File: config.mk
export PLATFORM = sky130hd
export DESIGN_NAME = kbd_host_if
export DESIGN_NICKNAME = d
export VERILOG_FILES = /design/src/rtl/kbd_pkg.sv /design/src/rtl/kbd_rx_frame.sv /design/src/rtl/kbd_out_buf.sv /design/src/rtl/kbd_in_buf.sv /design/src/rtl/kbd_host_if.sv
export SDC_FILE = /design/constraint.sdc
export NUM_CORES = 1
export LEC_CHECK = 0
export ABC_AREA = 1
export CAP_MARGIN = 15
export CORE_AREA = 2 2 66 68
export DETAILED_ROUTE_END_ITERATION = 12
export DIE_AREA = 0 0 68 70
export GPL_TIMING_DRIVEN = 0
export PLACE_DENSITY = 0.74
export SYNTH_ARGS = -nofsm -noshare
export SYNTH_HDL_FRONTEND = slang
export SYNTH_SLANG_ARGS = --single-unit
export TNS_END_PERCENT = 1
File: constraint.sdc
create_clock -name clk -period 1.5 [get_ports clk]
set_input_delay 0.375 -clock clk [delete_from_list [all_inputs] [get_ports clk]]
set_output_delay 0.375 -clock clk [all_outputs]
set_load 0.01 [all_outputs]
File: src/rtl/kbd_pkg.sv
package kbd_pkg;
  localparam int BYTE_W = 8;
  typedef logic [BYTE_W-1:0] kbd_byte_t;

  // odd parity: data bits plus parity bit hold an odd number of ones
  function automatic logic odd_par_ok(input kbd_byte_t b, input logic p);
    return ^{b, p};
  endfunction

  function automatic kbd_byte_t pack_status(input logic obf, input logic ibf,
                                            input logic cmd, input logic perr);
    kbd_byte_t s;
    s    = '0;
    s[0] = obf;
    s[1] = ibf;
    s[3] = cmd;
    s[7] = perr;
    return s;
  endfunction
endpackage

File: src/rtl/kbd_rx_frame.sv
module kbd_rx_frame
  import kbd_pkg::*;
#(
  parameter int SYNC_STAGES = 2
) (
  input  logic      clk,
  input  logic      rst_n,
  input  logic      kb_clk,
  input  logic      kb_data,
  output logic      done_o,
  output kbd_byte_t byte_o,
  output logic      par_ok_o
);
  localparam int LAST_BIT = BYTE_W + 2;
  localparam int CNT_W    = $clog2(LAST_BIT + 1);

  logic [SYNC_STAGES-1:0] clk_sync, dat_sync;

  for (genvar g = 0; g < SYNC_STAGES; g++) begin : g_sync
    always_ff @(posedge clk or negedge rst_n) begin
      if (!rst_n) begin
        clk_sync[g] <= 1'b1;
        dat_sync[g] <= 1'b1;
      end else if (g == 0) begin
        clk_sync[g] <= kb_clk;
        dat_sync[g] <= kb_data;
      end else begin
        clk_sync[g] <= clk_sync[(g > 0) ? g-1 : 0];
        dat_sync[g] <= dat_sync[(g > 0) ? g-1 : 0];
      end
    end
  end

  logic clk_s, d_s, clk_prev;
  assign clk_s = clk_sync[SYNC_STAGES-1];
  assign d_s   = dat_sync[SYNC_STAGES-1];

  logic fall_evt;
  assign fall_evt = clk_prev & ~clk_s;

  logic [CNT_W-1:0] bit_cnt;
  kbd_byte_t        shreg;
  logic             par_q, done_q;

  logic at_stop, frame_ok_evt;
  assign at_stop      = (bit_cnt == CNT_W'(LAST_BIT));
  assign frame_ok_evt = fall_evt && at_stop && d_s;

  always_ff @(posedge clk or negedge rst_n) begin
    if (!rst_n) begin
      clk_prev <= 1'b1;
      bit_cnt  <= '0;
      shreg    <= '0;
      par_q    <= 1'b0;
      done_q   <= 1'b0;
    end else begin
      clk_prev <= clk_s;
      done_q   <= frame_ok_evt;
      if (fall_evt) begin
        if (bit_cnt == '0) begin
          if (!d_s) bit_cnt <= CNT_W'(1);
        end else if (bit_cnt <= CNT_W'(BYTE_W)) begin
          shreg   <= {d_s, shreg[BYTE_W-1:1]};
          bit_cnt <= bit_cnt + CNT_W'(1);
        end else if (!at_stop) begin
          par_q   <= d_s;
          bit_cnt <= bit_cnt + CNT_W'(1);
        end else begin
          bit_cnt <= '0;
        end
      end
    end
  end

  assign done_o   = done_q;
  assign byte_o   = shreg;
  assign par_ok_o = odd_par_ok(shreg, par_q);

  AST_CNT_BOUND: assert property (@(posedge clk) disable iff (!rst_n)
    bit_cnt <= CNT_W'(LAST_BIT));
  AST_DONE_PULSE: assert property (@(posedge clk) disable iff (!rst_n)
    done_q |=> !done_q);
  AST_BAD_STOP_DROP: assert property (@(posedge clk) disable iff (!rst_n)
    (fall_evt && at_stop && !d_s) |=> !done_q);
endmodule

File: src/rtl/kbd_out_buf.sv
module kbd_out_buf
  import kbd_pkg::*;
(
  input  logic      clk,
  input  logic      rst_n,
  input  logic      rx_done,
  input  kbd_byte_t rx_byte,
  input  logic      rx_par_ok,
  input  logic      rd_data_evt,
  output kbd_byte_t obuf,
  output logic      obf,
  output logic      perr
);
  logic load_evt, drop_evt;
  assign load_evt = rx_done && (!obf || rd_data_evt);
  assign drop_evt = rx_done && !load_evt;

  always_ff @(posedge clk or negedge rst_n) begin
    if (!rst_n) begin
      obuf <= '0;
      obf  <= 1'b0;
      perr <= 1'b0;
    end else if (load_evt) begin
      obuf <= rx_byte;
      obf  <= 1'b1;
      perr <= !rx_par_ok;
    end else if (rd_data_evt) begin
      obf  <= 1'b0;
    end
  end

  AST_LOAD_FULL: assert property (@(posedge clk) disable iff (!rst_n)
    load_evt |=> obf && (obuf == $past(rx_byte)));
  AST_RD_EMPTIES: assert property (@(posedge clk) disable iff (!rst_n)
    (rd_data_evt && !rx_done) |=> !obf);
  AST_PERR_SET: assert property (@(posedge clk) disable iff (!rst_n)
    (load_evt && !rx_par_ok) |=> perr);
  AST_DROP_HOLD: assert property (@(posedge clk) disable iff (!rst_n)
    drop_evt |=> $stable(obuf) && $stable(perr));
  AST_COLLIDE_KEEP: assert property (@(posedge clk) disable iff (!rst_n)
    (rd_data_evt && rx_done) |=> obf);
endmodule

File: src/rtl/kbd_in_buf.sv
module kbd_in_buf
  import kbd_pkg::*;
(
  input  logic      clk,
  input  logic      rst_n,
  input  logic      wr,
  input  logic      sel_cmd,
  input  kbd_byte_t wdata,
  input  logic      ack,
  output kbd_byte_t ib_data,
  output logic      ib_full,
  output logic      ib_cmd
);
  always_ff @(posedge clk or negedge rst_n) begin
    if (!rst_n) begin
      ib_data <= '0;
      ib_full <= 1'b0;
      ib_cmd  <= 1'b0;
    end else if (wr) begin
      ib_data <= wdata;
      ib_full <= 1'b1;
      ib_cmd  <= sel_cmd;
    end else if (ack) begin
      ib_full <= 1'b0;
    end
  end

  AST_WR_FULL: assert property (@(posedge clk) disable iff (!rst_n)
    wr |=> ib_full && (ib_cmd == $past(sel_cmd)));
  AST_ACK_EMPTY: assert property (@(posedge clk) disable iff (!rst_n)
    (ack && !wr) |=> !ib_full);
endmodule

File: src/rtl/kbd_host_if.sv
module kbd_host_if
  import kbd_pkg::*;
#(
  parameter int SYNC_STAGES = 2
) (
  input  logic       clk,
  input  logic       rst_n,
  input  logic       host_sel_cmd,
  input  logic       host_wr,
  input  logic       host_rd,
  input  logic [7:0] host_wdata,
  output logic [7:0] host_rdata,
  output logic       irq,
  input  logic       kb_clk,
  input  logic       kb_data,
  input  logic       ib_ack,
  output logic [7:0] ib_data,
  output logic       ib_is_cmd,
  output logic       ib_full
);
  logic      rx_done, rx_par_ok, rd_data_evt;
  kbd_byte_t rx_byte, obuf, status;
  logic      obf, perr;

  assign rd_data_evt = host_rd && !host_sel_cmd;

  kbd_rx_frame #(.SYNC_STAGES(SYNC_STAGES)) u_rx (
    .clk(clk), .rst_n(rst_n), .kb_clk(kb_clk), .kb_data(kb_data),
    .done_o(rx_done), .byte_o(rx_byte), .par_ok_o(rx_par_ok)
  );

  kbd_out_buf u_ob (
    .clk(clk), .rst_n(rst_n), .rx_done(rx_done), .rx_byte(rx_byte),
    .rx_par_ok(rx_par_ok), .rd_data_evt(rd_data_evt),
    .obuf(obuf), .obf(obf), .perr(perr)
  );

  kbd_in_buf u_ib (
    .clk(clk), .rst_n(rst_n), .wr(host_wr), .sel_cmd(host_sel_cmd),
    .wdata(host_wdata), .ack(ib_ack),
    .ib_data(ib_data), .ib_full(ib_full), .ib_cmd(ib_is_cmd)
  );

  assign status     = pack_status(obf, ib_full, ib_is_cmd, perr);
  assign host_rdata = host_sel_cmd ? status : obuf;
  assign irq        = obf;

  AST_STATUS_RD_KEEPS: assert property (@(posedge clk) disable iff (!rst_n)
    (host_rd && host_sel_cmd && !rx_done) |=> $stable(obf));
endmodule

==> flow_metrics.tcl, run 1 <==
set metrics [dict create \
    status "complete, no violations" \
    fmax_mhz 680 \
    grt_max_degree 40 \
    root_buffer "clkbuf_8" \
    syn_area_mm2 0.00179 \
    dieArea_mm2 0.00476 \
    switching_share_pct 33.9 \
    final_cells 284 \
    critical_path.endpoint_type "register" \
    top_layer "met4" \
    rr_worst_depth 8 \
    start_util_pct 43.1 \
    grt_pass1_vias 1239 \
    gp_congestion 0.787 \
    synth-seq-cells 39 \
    placed_cells 273 \
    overflow 0 \
    finalMaxSlewViolations 0 \
    leakagePower_nw 1.13 \
    power_frac_seq_pct 41.1 \
    n_antenna_cell 0 \
    synth_seq_area_share_pct 55.0 \
    clock_sinks 39 \
    grt_first_pass_wirelength_um 5220 \
    htreeDepth 2 \
    totalPowerFinal_mw 3.61 \
    crit_path_max_fanout 10 \
    yosysWarnings 0 \
    clockBufferDepth 2 \
    setup_violations 0 \
    cp_num_buf_inv 3 \
    arrival_ns 1.66 \
    route.met2.wl_um 1430 \
    required_ns 1.69 \
    port_buffers 34 \
    rsz0062_at_grt "yes" \
    crit_type "register to register" \
    num_io_pins 35 \
    syn2layout_area_growth_pct 29.5 \
    antenna_found_initial 0 \
    worst_clock_skew_ns 0.00825 \
    dp_slack_ns -0.728 \
    cts_tree "done" \
    synth_cells 187 \
    die_h_um 70 \
    period_minus_slack_ns 1.47 \
    wl_per_cell_um 10.3 \
    timing.final.crit_share_pct 98.1 \
    clk_latency_ns 0.29 \
    switching_power_mw 1.22 \
    finalWirelength_um 2920 \
    max_cap_viol_count 0 \
    final_hold_viol_count 0 \
    final_common_cell "nand2_1" \
    power_density_mw_per_mm2 1560 \
    rows 24 \
    drc 0 \
    p_int_mw 2.39 \
    vias 1321 \
    min_path_type "input pin to asynchronous set/reset pin" \
    critical_path_depth 8 \
    die_width_um 68 \
    cp_cell_sequence "inv_1 -> nor2_4 -> nand2_4 -> or2_1 -> buf_6 -> buf_12 -> nand2_2 -> o21ai_2" \
    dr_wl_met3_um 181 \
    max_stage_delay_ns 0.52 \
    drt_iter0_markers 66 \
    clk_pin_slew_ns 0.08 \
    layout_common_cells "50 x nand2_1, 34 x dfrtp_1, 23 x inv_1" \
    drtAntennaViolNets 0 \
    synth_fp_nets 206 \
    setup_ws_ns 0.0291 \
    crit_family "flip-flops" \
    fillers 381 \
    combinationalPowerShare_pct 34.3 \
    dpl.hpwl_um 2150 \
    critPathSlowestCell "dfstp_2" \
    drtPass1Iterations 4 \
    relSlewSlack_pct 45.3 \
    cts_made_buffers 5 \
    critPathLaunchType "register" \
    syn_avg_cell_area_um2 9.55 \
    holdBufCountCts 0 \
    peakVddDrop_uv 677 \
    worst_pin_slew_ns 0.820 \
    design.core.area_mm2 0.00414 \
    clkPwrFrac_pct 24.5 \
    track_usage_pct 14.4 \
    viasPerCell 4.65 \
    synth_cell_types 27 \
    num-nets-final 250 \
    drive_gt1_share_pct 23.7 \
    m1WireLength_um 1280 \
]
-- kinds of logic after synthesis --
group / after synthesis / share of synthesized area, %
AOI/OAI and AO/OA: 29 / 10.3
buffers and inverters: 31 / 7.92
xor gates and xnor gates: 1 / 0.491
DFF: 39 / 55.0
and+or+nand+nor: 76 / 19.1
muxes: 8 / 5.05
adders and majority gates: 3 / 2.10
-- cells in the mapped netlist --
master | count | area [um^2]
o22ai_1 | 2 | 12.5
buf_2 | 1 | 5.00
o21ai_1 | 1 | 5.00
o21ai_0 | 13 | 65.1
buf_12 | 1 | 20.0
dfstp_2 | 5 | 131
or2_1 | 1 | 6.26
buf_6 | 1 | 11.3
nor2_4 | 2 | 22.5
nand3_4 | 1 | 17.5
nand2_4 | 1 | 11.3
o21bai_1 | 1 | 7.51
xnor2_1 | 1 | 8.76
nand3_1 | 8 | 40.0
nor3_1 | 2 | 10.0
o21ai_2 | 7 | 61.3
ha_1 | 3 | 37.5
nor2_1 | 7 | 26.3
a21oi_2 | 2 | 17.5
dfrtp_1 | 34 | 851
nand4_1 | 1 | 6.26
a21oi_1 | 3 | 15.0
inv_1 | 25 | 93.8
mux2_2 | 8 | 90.1
or2_2 | 1 | 6.26
inv_2 | 3 | 11.3
nand2_1 | 52 | 195
-- metrics by stage --
stage | setup TNS (ns) | hold WS (ns) | instance area [um^2] | util (%)
after floorplan | 0 | 0.0794 | 1790 | -
after global placement | -40.74 | 0.347 | 2190 | 52.9
after detailed placement | -8.31 | 0.347 | 2190 | 52.8
after CTS | 0 | 0.217 | 2310 | 55.7
after global routing | -0.0675 | 0.255 | 2310 | 55.8
final | 0 | 0.182 | 2310 | 55.8
-- repair_timing --
item | CTS | global route
buffers inserted | 1 | 2
pin swaps | 2 | 1
endpoints found under the setup margin | 34 | 11
gates resized for setup | 32 | 7
hold endpoints to repair | 0 | 0
-- registers in the layout, summed over array words and instances (netlist names) --
register       count
u_rx.done_o        1
u_rx.bit_cnt       4
u_ob.obf           1
u_rx.dat_sync      1
u_rx.par_q         1
u_ob.perr          1
u_rx.byte_o        8
u_ib.ib_full       1
u_rx.clk_s         1
u_ib.ib_data       8
u_ib.ib_cmd        1
u_rx.d_s           1
u_ob.obuf          8
u_rx.clk_sync      1
u_rx.clk_prev      1
-- worst paths after layout --
check,start,to,slack (ns)
min,rst_n,u_rx.byte_o[1]$_DFFE_PN0P_,0.18
max,u_rx.clk_prev$_DFF_PN1_,u_rx.byte_o[7]$_DFFE_PN0P_,0.03
max in group asynchronous,rst_n,u_rx.byte_o[4]$_DFFE_PN0P_,0.80
min in group clk,u_rx.dat_sync[0]$_DFF_PN1_,u_rx.d_s$_DFF_PN1_,0.36
min reg2reg,u_rx.dat_sync[0]$_DFF_PN1_,u_rx.d_s$_DFF_PN1_,0.36
max reg2reg,u_rx.clk_prev$_DFF_PN1_,u_rx.byte_o[7]$_DFFE_PN0P_,0.03
-- power groups by stage --
stage | Sequential (mW) | Combinational [mW] | Clock (mW)
after detailed placement | 1.51 | 1.22 | 0
after floorplan | 1.48 | 0.882 | 0
after global routing | 1.52 | 1.44 | 0.951
final | 1.49 | 1.24 | 0.886
after CTS | 1.49 | 1.21 | 0.912
after global placement | 1.49 | 1.18 | 0
-- layer usage --
metal,track usage [%],up-vias
met3,4.99,5
met1,18.1,603
met2,22.7,32
met5,0,-
li1,-,681
met4,5.33,0
-- area by class of cell --
| cell class | count | area [um^2] | area share [%] |
|---|---|---|---|
| Inverter | 28 | 108 | 4.65 |
| Multi-Input combinational cell | 117 | 683 | 29.5 |
| Tap cell | 52 | 65.1 | 2.81 |
| Clock buffer | 6 | 82.6 | 3.57 |
| Timing Repair Buffer | 37 | 320 | 13.9 |
| Sequential cell | 39 | 982 | 42.5 |
| Clock inverter | 2 | 35.0 | 1.52 |
| Buffer | 3 | 36.3 | 1.57 |
-- worst reg2reg max path, stage by stage, from the launching register on --
cell and delay (ns):
dfstp_2 0.52, inv_1 0.05, nor2_4 0.14, nand2_4 0.07, or2_1 0.22, buf_6 0.14
buf_12 0.14, nand2_2 0.06, o21ai_2 0.04
No activity file was read; power rests on OpenSTA's default activity.
==> run 2: changes to the inputs <==
--- a/config.mk
+++ b/config.mk
@@ -6,12 +6,13 @@
 export NUM_CORES = 1
 export LEC_CHECK = 0
 export ABC_AREA = 1
+export ABC_CLOCK_PERIOD_IN_PS = 1700
 export CAP_MARGIN = 15
-export CORE_AREA = 2 2 66 68
+export CORE_AREA = 2 2 63 65
 export DETAILED_ROUTE_END_ITERATION = 12
-export DIE_AREA = 0 0 68 70
+export DIE_AREA = 0 0 65 67
 export GPL_TIMING_DRIVEN = 0
-export PLACE_DENSITY = 0.74
+export PLACE_DENSITY = 0.77
 export SYNTH_ARGS = -nofsm -noshare
 export SYNTH_HDL_FRONTEND = slang
 export SYNTH_SLANG_ARGS = --single-unit
==> constraint.sdc (replaced) <==
create_clock -name clk -period 1.7 [get_ports clk]
set_input_delay 0.425 -clock clk [delete_from_list [all_inputs] [get_ports clk]]
set_output_delay 0.425 -clock clk [all_outputs]
set_load 0.01 [all_outputs]
==> run 2 against run 1 <==
Combinational power down 16%. Clock power fell by 31%. Worst hold slack gained 0.044 ns. Critical endpoint is now host_rdata[3]. Critical path depth fell by 3. Highest routed layer unchanged. Largest power group unchanged.
==> flow_metrics.tcl, run 2 (synthesized netlist as in run 1, its figures left out) <==
set metrics [dict create \
    status "complete, no violations" \
    grt_max_degree 40 \
    critPathLaunchType "input pin" \
    layout_common_cells "52 x nand2_1, 34 x dfrtp_1, 25 x inv_1" \
    critPathSlowestCell "dlygate4sd2_1" \
    grt_first_pass_wirelength_um 5270 \
    rr_worst_depth 8 \
    gp_congestion 0.784 \
    final_hold_viol_count 0 \
    overflow 0 \
    power_density_mw_per_mm2 1300 \
    drt_iter0_markers 48 \
    die_width_um 65 \
    min_path_type "input pin to asynchronous set/reset pin" \
    viasPerCell 4.74 \
    cts_made_buffers 5 \
    syn2layout_area_growth_pct 27.5 \
    rsz0062_at_grt "no" \
    cp_cell_sequence "buf_2 -> inv_4 -> buf_4 -> o21ai_0 -> dlygate4sd2_1" \
    die_h_um 67 \
    vias 1318 \
    switching_share_pct 35.0 \
    root_buffer "clkbuf_8" \
    track_usage_pct 16.1 \
    arrival_ns 1.21 \
    grt_pass1_vias 1223 \
    p_int_mw 1.93 \
    period_minus_slack_ns 1.63 \
    required_ns 1.27 \
    antenna_found_initial 0 \
    worst_clock_skew_ns 0.00517 \
    max_cap_viol_count 0 \
    finalMaxSlewViolations 0 \
    drive_gt1_share_pct 19.6 \
    relSlewSlack_pct 45.3 \
    setup_violations 0 \
    rr_endpoint "u_rx.byte_o[6]$_DFFE_PN0P_" \
    drc 0 \
    leakagePower_nw 1.11 \
    dieArea_mm2 0.00436 \
    worst_pin_slew_ns 0.821 \
    r2r_slack_ns 0.13 \
    timing.final.crit_share_pct 95.9 \
    drtAntennaViolNets 0 \
    switching_power_mw 1.04 \
    num_io_pins 35 \
    rr_startpoint "u_rx.bit_cnt[0]$_DFFE_PN0P_" \
    clkPwrFrac_pct 20.6 \
    drtPass1Iterations 4 \
    crit_family "buffers and inverters" \
    clockBufferDepth 2 \
    crit_path_max_fanout 7 \
    cp_num_buf_inv 4 \
    critical_path.endpoint_type "output pin" \
    max_stage_delay_ns 0.28 \
    num-nets-final 249 \
    clk_latency_ns 0.29 \
    n_antenna_cell 0 \
    setup_ws_ns 0.0690 \
    dpl.hpwl_um 2110 \
    finalWirelength_um 2940 \
    combinationalPowerShare_pct 35.2 \
    power_frac_seq_pct 44.2 \
    startpoint "host_sel_cmd" \
    start_util_pct 49.5 \
    fin_tns_setup_ns 0 \
    htreeDepth 2 \
    final_common_cell "nand2_1" \
    port_buffers 34 \
    design.core.area_mm2 0.00361 \
    dp_slack_ns -0.613 \
    fmax_mhz 613 \
    peakVddDrop_uv 606 \
    fillers 319 \
    clk_pin_slew_ns 0.07 \
    cts_tree "done" \
    crit_type "input pin to output pin" \
    wl_per_cell_um 10.6 \
    rows 22 \
    clock_sinks 39 \
]
[run 2: cell count changes in the layout (fill, tap and decap cells not counted), moves of 2 or more]
cell	delta
buf_4	-2
clkbuf_2	-3
clkdlybuf4s50_1	+11
dlygate4sd2_1	-9
inv_1	+2
inv_2	-2
nand2_1	+2
nand2_2	-2
[run 2: metal layers]
metal	vias up	part of all wire (%)	GRT usage, %
met5	-	0	0
met4	0	1.6	6.38
met3	4	7.3	5.74
met2	37	44	25.8
met1	598	47	19.9
li1	679	-	-
[run 2: power groups by stage]
| stage | clock [mW] | sequential (mW) | combinational (mW) |
|---|---|---|---|
| 2_1_floorplan | 0 | 1.31 | 0.774 |
| 4_1_cts | 0.643 | 1.31 | 1.05 |
| 3_5_place_dp | 0 | 1.33 | 1.07 |
| 5_1_grt | 0.683 | 1.35 | 1.21 |
| 3_3_place_gp | 0 | 1.32 | 1.04 |
| 6_report | 0.612 | 1.31 | 1.04 |
[run 2: stage by stage]
stage | instance area [um^2] | std cells | utilization (%) | total power [mW] | hold WS, ns
3_5_place_dp | 2180 | 269 | 60.5 | 2.39 | 0.348
4_1_cts | 2260 | 276 | 62.7 | 3.00 | 0.258
6_report | 2280 | 278 | 63.2 | 2.97 | 0.226
3_3_place_gp | 2190 | 269 | 60.6 | 2.36 | 0.346
5_1_grt | 2280 | 278 | 63.2 | 3.24 | 0.307
2_1_floorplan | 1790 | 187 | - | 2.08 | 0.129
[run 2: cell type report]
type | instances | area [um^2] | area share [%]
plain buffers | 3 | 36.3 | 1.59
clock buffers | 6 | 82.6 | 3.63
clock inverters | 1 | 5.00 | 0.220
inverters | 28 | 108 | 4.73
multi-input cells | 117 | 664 | 29.2
flip-flops and latches | 39 | 982 | 43.1
well taps | 48 | 60.1 | 2.64
repair buffers | 36 | 339 | 14.9
[run 2: worst max path at each step]
stage | slack, ns | end | cells after the start
detailed placement | -0.61 | host_rdata[0] | 4
global route | 0.02 | host_rdata[1] | 5
global placement | -0.71 | u_ib.ib_data[2]$_DFFE_PN0P_ | 1
floorplan | 0.17 | u_rx.byte_o[6]$_DFFE_PN0P_ | 9
finish | 0.07 | host_rdata[3] | 5
CTS | -0.17 | host_rdata[7] | 5
[run 2: repair_timing]
action                                  4_1_cts  5_1_grt
setup buffers                                 0        2
gates resized for setup                      10        5
hold buffers                                  0        0
pin swaps                                     0        0
endpoints found under the setup margin        8        6
==> run 3: changes to the inputs <==
--- a/config.mk
+++ b/config.mk
@@ -9,6 +9,7 @@
 export ABC_CLOCK_PERIOD_IN_PS = 1700
 export CAP_MARGIN = 15
 export CORE_AREA = 2 2 63 65
+export CTS_CLUSTER_DIAMETER = 80
 export DETAILED_ROUTE_END_ITERATION = 12
 export DIE_AREA = 0 0 65 67
 export GPL_TIMING_DRIVEN = 0
==> results of run 3 <==
The final DEF is identical to that of run 2; final timing and power are the same.
